`config.mk`:
```
export PLATFORM = sky130hd
export DESIGN_NAME = pscl_timer
export DESIGN_NICKNAME = d
export VERILOG_FILES = /design/src/rtl/tmr_pkg.sv /design/src/rtl/tmr_edge_sync.sv /design/src/rtl/tmr_prescaler.sv /design/src/rtl/tmr_count.sv /design/src/rtl/pscl_timer.sv
export SDC_FILE = /design/constraint.sdc
export NUM_CORES = 1
export LEC_CHECK = 0
export BUFFER_PORTS_ARGS = -buffer_cell sky130_fd_sc_hd__buf_2
export CORE_UTILIZATION = 50
export CTS_CLUSTER_SIZE = 12
export DETAILED_ROUTE_END_ITERATION = 10
export HOLD_SLACK_MARGIN = 0.1
export PLACE_DENSITY = 0.84
export SYNTH_ARGS = -nofsm -noshare
export SYNTH_HDL_FRONTEND = slang
export SYNTH_SLANG_ARGS = --single-unit
```
`constraint.sdc`:
```
create_clock -name clk_i -period 2.47 [get_ports clk_i]
set_clock_uncertainty 0.05 [all_clocks]
set_input_delay 0.247 -clock clk_i [delete_from_list [all_inputs] [get_ports clk_i]]
set_output_delay 0.247 -clock clk_i [all_outputs]
set_load 0.1 [all_outputs]
```
`src/rtl/tmr_pkg.sv`:
```
package tmr_pkg;
  localparam int unsigned BYTE_W    = 8;
  localparam int unsigned CNT_BYTES = 2;
  localparam int unsigned PS_SEL_W  = 2;
  localparam int unsigned SYNC_STG  = 2;

  typedef enum logic [1:0] {
    PATH_INT      = 2'd0,
    PATH_EXT_RAW  = 2'd1,
    PATH_EXT_SYNC = 2'd2
  } path_e;
endpackage

```
`src/rtl/tmr_edge_sync.sv`:
```
module tmr_edge_sync #(
  parameter int unsigned STAGES = 2
) (
  input  logic clk_i,
  input  logic rst_ni,
  input  logic pin_i,
  output logic rise_o
);
  logic [STAGES-1:0] sync_q;
  logic              prev_q;

  always_ff @(posedge clk_i or negedge rst_ni) begin
    if (!rst_ni) sync_q[0] <= 1'b0;
    else         sync_q[0] <= pin_i;
  end

  for (genvar g = 1; g < STAGES; g++) begin : g_stage
    always_ff @(posedge clk_i or negedge rst_ni) begin
      if (!rst_ni) sync_q[g] <= 1'b0;
      else         sync_q[g] <= sync_q[g-1];
    end
  end

  always_ff @(posedge clk_i or negedge rst_ni) begin
    if (!rst_ni) prev_q <= 1'b0;
    else         prev_q <= sync_q[STAGES-1];
  end

  assign rise_o = sync_q[STAGES-1] & ~prev_q;

  AST_RISE_SINGLE: assert property (@(posedge clk_i) disable iff (!rst_ni)
    rise_o |=> !rise_o) else $error("rise pulse longer than one cycle");
endmodule

```
`src/rtl/tmr_prescaler.sv`:
```
module tmr_prescaler #(
  parameter int unsigned SEL_W = 2
) (
  input  logic             clk_i,
  input  logic             rst_ni,
  input  logic             en_i,
  input  logic             evt_i,
  input  logic             clr_i,
  input  logic [SEL_W-1:0] sel_i,
  output logic             tc_o
);
  localparam int unsigned PS_W = (1 << SEL_W) - 1;

  logic [PS_W-1:0] ps_q;
  logic [PS_W-1:0] mask;
  logic            step;

  // bit i of the mask takes part in the terminal count when ratio exceeds 2^i
  for (genvar g = 0; g < PS_W; g++) begin : g_mask
    assign mask[g] = (32'(sel_i) > g);
  end

  assign step = en_i & evt_i;
  assign tc_o = step & ((ps_q & mask) == mask);

  always_ff @(posedge clk_i or negedge rst_ni) begin
    if (!rst_ni)   ps_q <= '0;
    else if (clr_i) ps_q <= '0;
    else if (step)  ps_q <= ps_q + 1'b1;
  end

  AST_PS_HOLD: assert property (@(posedge clk_i) disable iff (!rst_ni)
    (!en_i && !clr_i) |=> $stable(ps_q)) else $error("prescaler moved while off");
  AST_PS_CLR: assert property (@(posedge clk_i) disable iff (!rst_ni)
    clr_i |=> (ps_q == '0)) else $error("prescaler not cleared by write");
endmodule

```
`src/rtl/tmr_count.sv`:
```
module tmr_count #(
  parameter int unsigned BYTE_W = 8,
  parameter int unsigned NBYTES = 2
) (
  input  logic                     clk_i,
  input  logic                     rst_ni,
  input  logic                     inc_i,
  input  logic                     wr_lo_i,
  input  logic                     wr_hi_i,
  input  logic [BYTE_W-1:0]        wr_data_i,
  input  logic                     ovf_clr_i,
  output logic [BYTE_W*NBYTES-1:0] cnt_o,
  output logic                     ovf_o
);
  localparam int unsigned CNT_W = BYTE_W * NBYTES;

  logic [CNT_W-1:0] cnt_q;
  logic             ovf_q;
  logic             wr_any;
  logic             wrap;

  assign wr_any = wr_lo_i | wr_hi_i;
  assign wrap   = inc_i & (&cnt_q) & ~wr_any;

  always_ff @(posedge clk_i or negedge rst_ni) begin
    if (!rst_ni) begin
      cnt_q <= '0;
    end else if (wr_any) begin
      if (wr_lo_i) cnt_q[BYTE_W-1:0]     <= wr_data_i;
      if (wr_hi_i) cnt_q[CNT_W-1:BYTE_W] <= {(CNT_W-BYTE_W)/BYTE_W{wr_data_i}};
    end else if (inc_i) begin
      cnt_q <= cnt_q + 1'b1;
    end
  end

  always_ff @(posedge clk_i or negedge rst_ni) begin
    if (!rst_ni)        ovf_q <= 1'b0;
    else if (ovf_clr_i) ovf_q <= 1'b0;
    else if (wrap)      ovf_q <= 1'b1;
  end

  assign cnt_o = cnt_q;
  assign ovf_o = ovf_q;

  AST_OVF_SET: assert property (@(posedge clk_i) disable iff (!rst_ni)
    (inc_i && !wr_any && !ovf_clr_i && cnt_q == {CNT_W{1'b1}}) |=> (ovf_q && cnt_q == '0))
    else $error("wrap did not set flag");
  AST_OVF_STICKY: assert property (@(posedge clk_i) disable iff (!rst_ni)
    (ovf_q && !ovf_clr_i) |=> ovf_q) else $error("flag dropped");
  AST_CLR_WINS: assert property (@(posedge clk_i) disable iff (!rst_ni)
    ovf_clr_i |=> !ovf_q) else $error("clear lost");
  AST_WR_LO: assert property (@(posedge clk_i) disable iff (!rst_ni)
    (wr_lo_i && !wr_hi_i) |=> (cnt_q[BYTE_W-1:0] == $past(wr_data_i)
                               && cnt_q[CNT_W-1:BYTE_W] == $past(cnt_q[CNT_W-1:BYTE_W])))
    else $error("low byte write");
endmodule

```
`src/rtl/pscl_timer.sv`:
```
module pscl_timer
  import tmr_pkg::*;
(
  input  logic                          clk_i,
  input  logic                          rst_ni,
  input  logic                          tick_i,
  input  logic                          ext_a_i,
  input  logic                          ext_b_i,
  input  logic                          run_en_i,
  input  logic                          src_ext_i,
  input  logic                          bypass_sync_i,
  input  logic                          pin_sel_i,
  input  logic [PS_SEL_W-1:0]           pscl_i,
  input  logic                          sleep_i,
  input  logic                          wr_lo_i,
  input  logic                          wr_hi_i,
  input  logic [BYTE_W-1:0]             wr_data_i,
  input  logic                          ovf_clr_i,
  output logic [BYTE_W*CNT_BYTES-1:0]   count_o,
  output logic                          ovf_o
);
  logic  pin_raw;
  logic  ext_rise;
  logic  ps_evt;
  logic  ps_clr;
  logic  tc;
  logic  sync_q;
  logic  inc;
  path_e path;

  assign pin_raw = pin_sel_i ? ext_a_i : ext_b_i;

  tmr_edge_sync #(.STAGES(SYNC_STG)) i_edge (
    .clk_i  (clk_i),
    .rst_ni (rst_ni),
    .pin_i  (pin_raw),
    .rise_o (ext_rise)
  );

  assign ps_evt = src_ext_i ? ext_rise : tick_i;
  assign ps_clr = wr_lo_i | wr_hi_i;

  tmr_prescaler #(.SEL_W(PS_SEL_W)) i_pscl (
    .clk_i  (clk_i),
    .rst_ni (rst_ni),
    .en_i   (run_en_i),
    .evt_i  (ps_evt),
    .clr_i  (ps_clr),
    .sel_i  (pscl_i),
    .tc_o   (tc)
  );

  always_comb begin
    if (!src_ext_i)         path = PATH_INT;
    else if (bypass_sync_i) path = PATH_EXT_RAW;
    else                    path = PATH_EXT_SYNC;
  end

  // resync stage after the prescaler; sleep stops it
  always_ff @(posedge clk_i or negedge rst_ni) begin
    if (!rst_ni)     sync_q <= 1'b0;
    else if (ps_clr) sync_q <= 1'b0;
    else             sync_q <= tc & ~sleep_i & (path == PATH_EXT_SYNC);
  end

  always_comb begin
    unique case (path)
      PATH_INT, PATH_EXT_RAW: inc = tc;
      PATH_EXT_SYNC:          inc = sync_q & ~sleep_i;
      default:                inc = 1'b0;
    endcase
    inc = inc & run_en_i;
  end

  tmr_count #(.BYTE_W(BYTE_W), .NBYTES(CNT_BYTES)) i_cnt (
    .clk_i     (clk_i),
    .rst_ni    (rst_ni),
    .inc_i     (inc),
    .wr_lo_i   (wr_lo_i),
    .wr_hi_i   (wr_hi_i),
    .wr_data_i (wr_data_i),
    .ovf_clr_i (ovf_clr_i),
    .cnt_o     (count_o),
    .ovf_o     (ovf_o)
  );

  AST_SLEEP_HOLD: assert property (@(posedge clk_i) disable iff (!rst_ni)
    (src_ext_i && !bypass_sync_i && sleep_i && !wr_lo_i && !wr_hi_i) |=> $stable(count_o))
    else $error("count moved in sleep");
  AST_RUN_OFF: assert property (@(posedge clk_i) disable iff (!rst_ni)
    (!run_en_i && !wr_lo_i && !wr_hi_i) |=> $stable(count_o))
    else $error("count moved while off");
  AST_INT_NOW: assert property (@(posedge clk_i) disable iff (!rst_ni)
    (!src_ext_i && run_en_i && tick_i && pscl_i == '0 && !wr_lo_i && !wr_hi_i)
      |=> (count_o == $past(count_o) + 1'b1))
    else $error("internal tick missed");
endmodule

```
==> Word-level counts from Yosys, hierarchy flattened <==
Cells that the tools add are included.
W data, S select, Z words.
{ "word_totals": {"out_inout_bits": 17, "inputBits": 23, "wordCells": 54, "reg_bits": 24} }
{ "classes": {"bitwise_logic": 14, "reduce_logical": 8, "add_sub_neg": 2, "magnitude_cmp": 3, "eq_ne": 5, "n_mux": 14} }
{ "ops": {"columns": ["op", "n"], "rows": [
  ["$mux W16", 2],
  ["$add A16 B1 Y16 const B", 1],
  ["$mux W8", 2],
  ["$reduce_and A16 Y1", 1],
  ["$and A1 B1 Y1", 9],
  ["$mux W3", 2],
  ["$reduce_bool A2 Y1", 3],
  ["$mux W1", 5],
  ["$gt A2 B1 Y1 const B", 2],
  ["$mux W2", 2],
  ["$ne A2 B2 Y1 const B", 2],
  ["$reduce_and A2 Y1", 2],
  ["$add A3 B1 Y3 const B", 1],
  ["$and A3 B3 Y3", 1],
  ["$eq A3 B3 Y1", 1],
  ["$not A1 Y1", 3],
  ["$eq A2 B1 Y1 const B", 1],
  ["$eq A2 B2 Y1 const B", 1],
  ["$gt A2 B2 Y1 const B", 1],
  ["$logic_not A2 Y1", 1],
  ["$pmux W1 S2", 1],
  ["$reduce_or A2 Y1", 1],
  ["$or A1 B1 Y1", 1]
]} }

==> Depth between registers and ports, before layout <==
{ "logic_depth": {"word_depth": 11, "ltp_mapped": 7, "ltp_nobuf": 6} }

==> Modules after synthesis <==
A second synthesis with hierarchy kept.
{ "unflattened": {"hier_cells": 147, "hier_area_um2": 1417.6} }
{ "by_module_without_submodules": {"columns": ["module", "n_inst", "area_each_um2", "seq_area_each_um2", "cells_each"], "rows": [
  ["tmr_count", 1, 1059.8, 425.4, 116],
  ["tmr_prescaler", 1, 162.7, 75.1, 17],
  ["pscl_timer", 1, 106.4, 25.0, 10],
  ["tmr_edge_sync", 1, 88.8, 75.1, 4]
]} }

==> Worst setup path after synthesis <==
Ideal clock, no wire load.
{ "synth_path": {"path_type": "register to register", "startpoint": "register i_cnt.cnt_q[2] (netlist: i_cnt.cnt_o[2])", "endpoint": "register i_cnt.cnt_q[11] (netlist: i_cnt.cnt_o[11])", "setup_slack_ns": 0.148, "required_time_ns": 2.332, "setup_ns": 0.088, "path_buffers": 0, "t_arrival_ns": 2.184, "stages_incl_launch_ff": 6, "synth_period_minus_slack_ns": 2.322, "cell_sequence": "dfrtp_1 -> nand3_1 -> nor2_1 -> nand2_1 -> or4_1 -> a22oi_1"} }
{ "synth_via": {"elab_chain_len": 3} }
{ "synth_lines": {"columns": ["element", "line", "source"], "rows": [
  ["from (decl)", "tmr_count.sv:17", "logic [CNT_W-1:0] cnt_q;"],
  ["from (signal, indexed assignment)", "tmr_count.sv:29", "if (wr_lo_i) cnt_q[BYTE_W-1:0] <= wr_data_i;"],
  ["from (signal, indexed assignment)", "tmr_count.sv:30", "if (wr_hi_i) cnt_q[CNT_W-1:BYTE_W] <= {(CNT_W-BYTE_W)/BYTE_W{wr_data_i}};"],
  ["from (signal assigned)", "tmr_count.sv:32", "cnt_q <= cnt_q + 1'b1;"],
  ["$add A16 B1 Y16", "tmr_count.sv:32", null],
  ["$mux W16", "tmr_count.sv:31", "end else if (inc_i) begin"],
  ["$mux W16", "tmr_count.sv:28", "end else if (wr_any) begin"]
]} }
No other way between the ends. The select of a mux whose other input is x is not followed.
A chain may end at the register's enable or synchronous reset.

==> Worst setup path after layout <==
{ "layout_path": {"startpoint": "input sleep_i", "endpoint": "register i_cnt.cnt_q[9] (netlist: i_cnt.cnt_o[9])"} }
{ "layout_via": {"elab_chain_len": 6} }
{ "layout_lines": {"columns": ["element", "line", "source"], "rows": [
  ["from (decl)", "pscl_timer.sv:14", "input logic sleep_i,"],
  ["$not A1 Y1", "pscl_timer.sv:69", "PATH_EXT_SYNC: inc = sync_q & ~sleep_i;"],
  ["$and A1 B1 Y1", "pscl_timer.sv:69", null],
  ["$pmux W1 S2", "pscl_timer.sv:67", "unique case (path)"],
  ["$and A1 B1 Y1", "pscl_timer.sv:72", "inc = inc & run_en_i;"],
  ["$reduce_bool A2 Y1 (no line)", null, null],
  ["$reduce_and A2 Y1 (no line)", null, null]
]} }
No other way between the ends.

==> flow_metrics.env <==
export IMPL_outcome="completed"
export IMPL_crit_required_ns=2.67
export IMPL_critPathArrivalTime_ns=2.14
export IMPL_yosysMostFrequentCell="dfrtp_1"
export IMPL_switching_share_pct=45.1
export IMPL_dp_cells=232
export IMPL_cts_tree="done"
export IMPL_slowest_delay_ns=0.56
export IMPL_rows=19
export IMPL_cts_reportedPaths_clkPinSlew_ns=0.13
export IMPL_gp_congestion=0.922
export IMPL_yosysSeqAreaShare_pct=40.3
export IMPL_yosysWarnings=0
export IMPL_finalSetupTns_ns=0
export IMPL_dieArea_um2=3210
export IMPL_cts_resized=0
export IMPL_whs_ns=0.141
export IMPL_worstPathBufferInverterCount=2
export IMPL_min_period_over_period_pct=78.7
export IMPL_slew_headroom_pct=63.0
export IMPL_p_leak_nw=0.741
export IMPL_clockBufferDepth=2
export IMPL_drtIter0Drc=68
export IMPL_port_buffer_count=39
export IMPL_async_reset_ff_share_pct=100
export IMPL_synthFlopType="dfrtp_1"
export IMPL_drc=0
export IMPL_peakVddDrop_uv=424
export IMPL_dr_pass1_iters=4
export IMPL_grt_remaining_overflow=0
export IMPL_layout_cells_non_filler=240
export IMPL_detail_route_wl_per_cell_um=16.6
export IMPL_fillers=236
export IMPL_synth_distinct_cells=49
export IMPL_endpoint_kind="register"
export IMPL_p_comb_share_pct=38.8
export IMPL_setup_viol=0
export IMPL_die_h_um=56.6
export IMPL_pwr_share_clk_pct=16.5
export IMPL_track_usage_pct=26.0
export IMPL_fmax_ghz=0.515
export IMPL_ys_ff_latch=24
export IMPL_p_int_mw=0.571
export IMPL_synth_top_area_cell="dfrtp_1"
export IMPL_cellPowerDensity_nw_per_um2=582
export IMPL_cts_root_buffer="clkbuf_4"
export IMPL_dr_max_layer_used="met4"
export IMPL_holdBufCountCts=3
export IMPL_dr_wl_met2_mm=1.89
export IMPL_start_util_pct=53.6
export IMPL_drive_above_1_share_pct=27.8
export IMPL_synth_edf_count=0
export IMPL_cpMaxStageDelayCell="or4_1"
export IMPL_antenna_found_initial=0
export IMPL_viasPerCell=6.40
export IMPL_worstMarginPinSlew_ns=0.556
export IMPL_switchingPower_mw=0.468
export IMPL_post_cts_buffers=0
export IMPL_fin_util_pct=64.2
export IMPL_crit_chain="dlygate4sd3_1 -> buf_2 -> nor3_2 -> a31oi_4 -> or4_1 -> a32oi_1"
export IMPL_synth_nets=191
export IMPL_synth_top_area_share_pct=40.3
export IMPL_wl_mm=3.98
export IMPL_fp_coreArea_um2=2780
export IMPL_syn_area_um2=1490
export IMPL_grt_pass1_wl_mm=6.42
export IMPL_avgSynthCellArea_um2=8.98
export IMPL_clkSinkCount=24
export IMPL_num_io_pins=40
export IMPL_grt_pass1_vias=1402
export IMPL_hpwl_mm=2.87
export IMPL_drv_slew=0
export IMPL_die_width_um=56.6
export IMPL_cp_max_fo=16
export IMPL_period_needed_ns=1.94
export IMPL_critical_path_top_delay_family="simple AND/OR/NAND/NOR gates"
export IMPL_detail_route_antenna_nets=0
export IMPL_critPathKind="in -> reg"
export IMPL_synth_area_top_cells="dfrtp_1, nor2_1, nand2_1, or4_1, a21oi_1"
export IMPL_sequentialPowerShare_pct=44.6
export IMPL_worstSkewPairLatency_ns=0.32
export IMPL_layout_area_overhead_vs_synth_pct=19.8
export IMPL_synthCells=166
export IMPL_met3_length_um=371
export IMPL_startpoint_type="input port"
export IMPL_rsz0062_at_grt="false"
export IMPL_ctsHtreeMaxLevel=1
export IMPL_maxCapViolations=0
export IMPL_synthTopCellsByCount="dfrtp_1, nor2_1, nand2_1"
export IMPL_dr_total_vias=1536
export IMPL_hp_class="in -> reg"
export IMPL_wl_met1_mm=1.65
export IMPL_numCtsBuffers=3
export IMPL_finalHoldViolations=0
export IMPL_grt_max_degree=25
export IMPL_num_antenna_cells=0
export IMPL_power_mw=1.04
export IMPL_nets=236
[layout by cell type (no fill, tap or decap), types with 4 or more instances in the layout]
| cell | Yosys | final |
|---|---|---|
| a21oi_1 | 8 | 8 |
| buf_2 | 3 | 39 |
| dfrtp_1 | 24 | 24 |
| dlygate4sd3_1 | 0 | 5 |
| inv_1 | 8 | 8 |
| nand2_1 | 15 | 15 |
| nand3_1 | 7 | 7 |
| nor2_1 | 20 | 20 |
| nor4_1 | 4 | 4 |
| o21ai_0 | 5 | 5 |
| o22ai_1 | 5 | 5 |
| or4_1 | 7 | 7 |
[worst register-to-register path, delay by kind of cell (launching register included)]
| kind | cells | cell delay (ns) |
|---|---|---|
| AND/OR/NAND/NOR | 3 | 0.96 |
| AO/OA/AOI/OAI | 2 | 0.43 |
| flip-flops | 1 | 0.38 |
[sequential cells by signal (all words and copies together) (netlist names)]
signal / count
i_cnt.cnt_o: 16
i_cnt.ovf_o: 1
i_edge.prev_q: 1
i_edge.sync_q: 2
i_pscl.ps_q: 3
sync_q: 1
[metrics by stage]
stage                     instance area, um^2  worst slack (ns)
after floorplan                          1490             0.148
after global placement                   1710             0.609
after detailed placement                 1710             0.592
after CTS                                1770             0.539
after global routing                     1790             0.435
final                                    1790             0.526
[layer usage]
metal  track usage (%)  up-vias
li1                  -      713
met1              34.1      726
met2              40.8       88
met3              4.61        9
met4              13.2        0
met5                 0        -
[layout make-up]
type	instances	area (um^2)	area share, %
Multi-Input combinational cell	127	831	46.5
Sequential cell	24	601	33.6
Timing Repair Buffer	46	260	14.6
Tap cell	31	38.8	2.17
Inverter	9	33.8	1.89
Clock buffer	3	22.5	1.26
[power by group through the flow]
stage	Clock [mW]	Sequential, mW	Combinational, mW
2_1_floorplan	0	0.670	0.102
3_3_place_gp	0	0.469	0.391
3_5_place_dp	0	0.470	0.396
4_1_cts	0.173	0.463	0.401
5_1_grt	0.193	0.469	0.422
6_report	0.172	0.464	0.403
[cell families (layout without fill, tap and decap cells)]
| family | count (synthesis) | in the layout | share of synthesized area (%) |
|---|---|---|---|
| mux | 1 | 1 | 0.755 |
| simple gates | 78 | 78 | 28.7 |
| fa+ha+maj | 2 | 2 | 1.68 |
| compound gates | 43 | 43 | 22.8 |
| xor+xnor | 3 | 3 | 1.76 |
| buf+inv | 15 | 58 | 4.03 |
| flops | 24 | 24 | 40.3 |
[worst paths after layout]
check	start	to	slack, ns	cells past startpoint
max	sleep_i	i_cnt.cnt_o[9]	0.53	6
min	wr_data_i[0]	i_cnt.cnt_o[8]	0.14	2
max reg2reg	i_edge.prev_q	i_cnt.cnt_o[9]	0.58	5
min reg2reg	i_edge.sync_q[0]	i_edge.sync_q[1]	0.32	0
max in group asynchronous	rst_ni	i_cnt.cnt_o[6]	1.61	2
min in group asynchronous	rst_ni	i_cnt.cnt_o[11]	0.39	2
No activity file was read; power rests on OpenSTA's default activity.
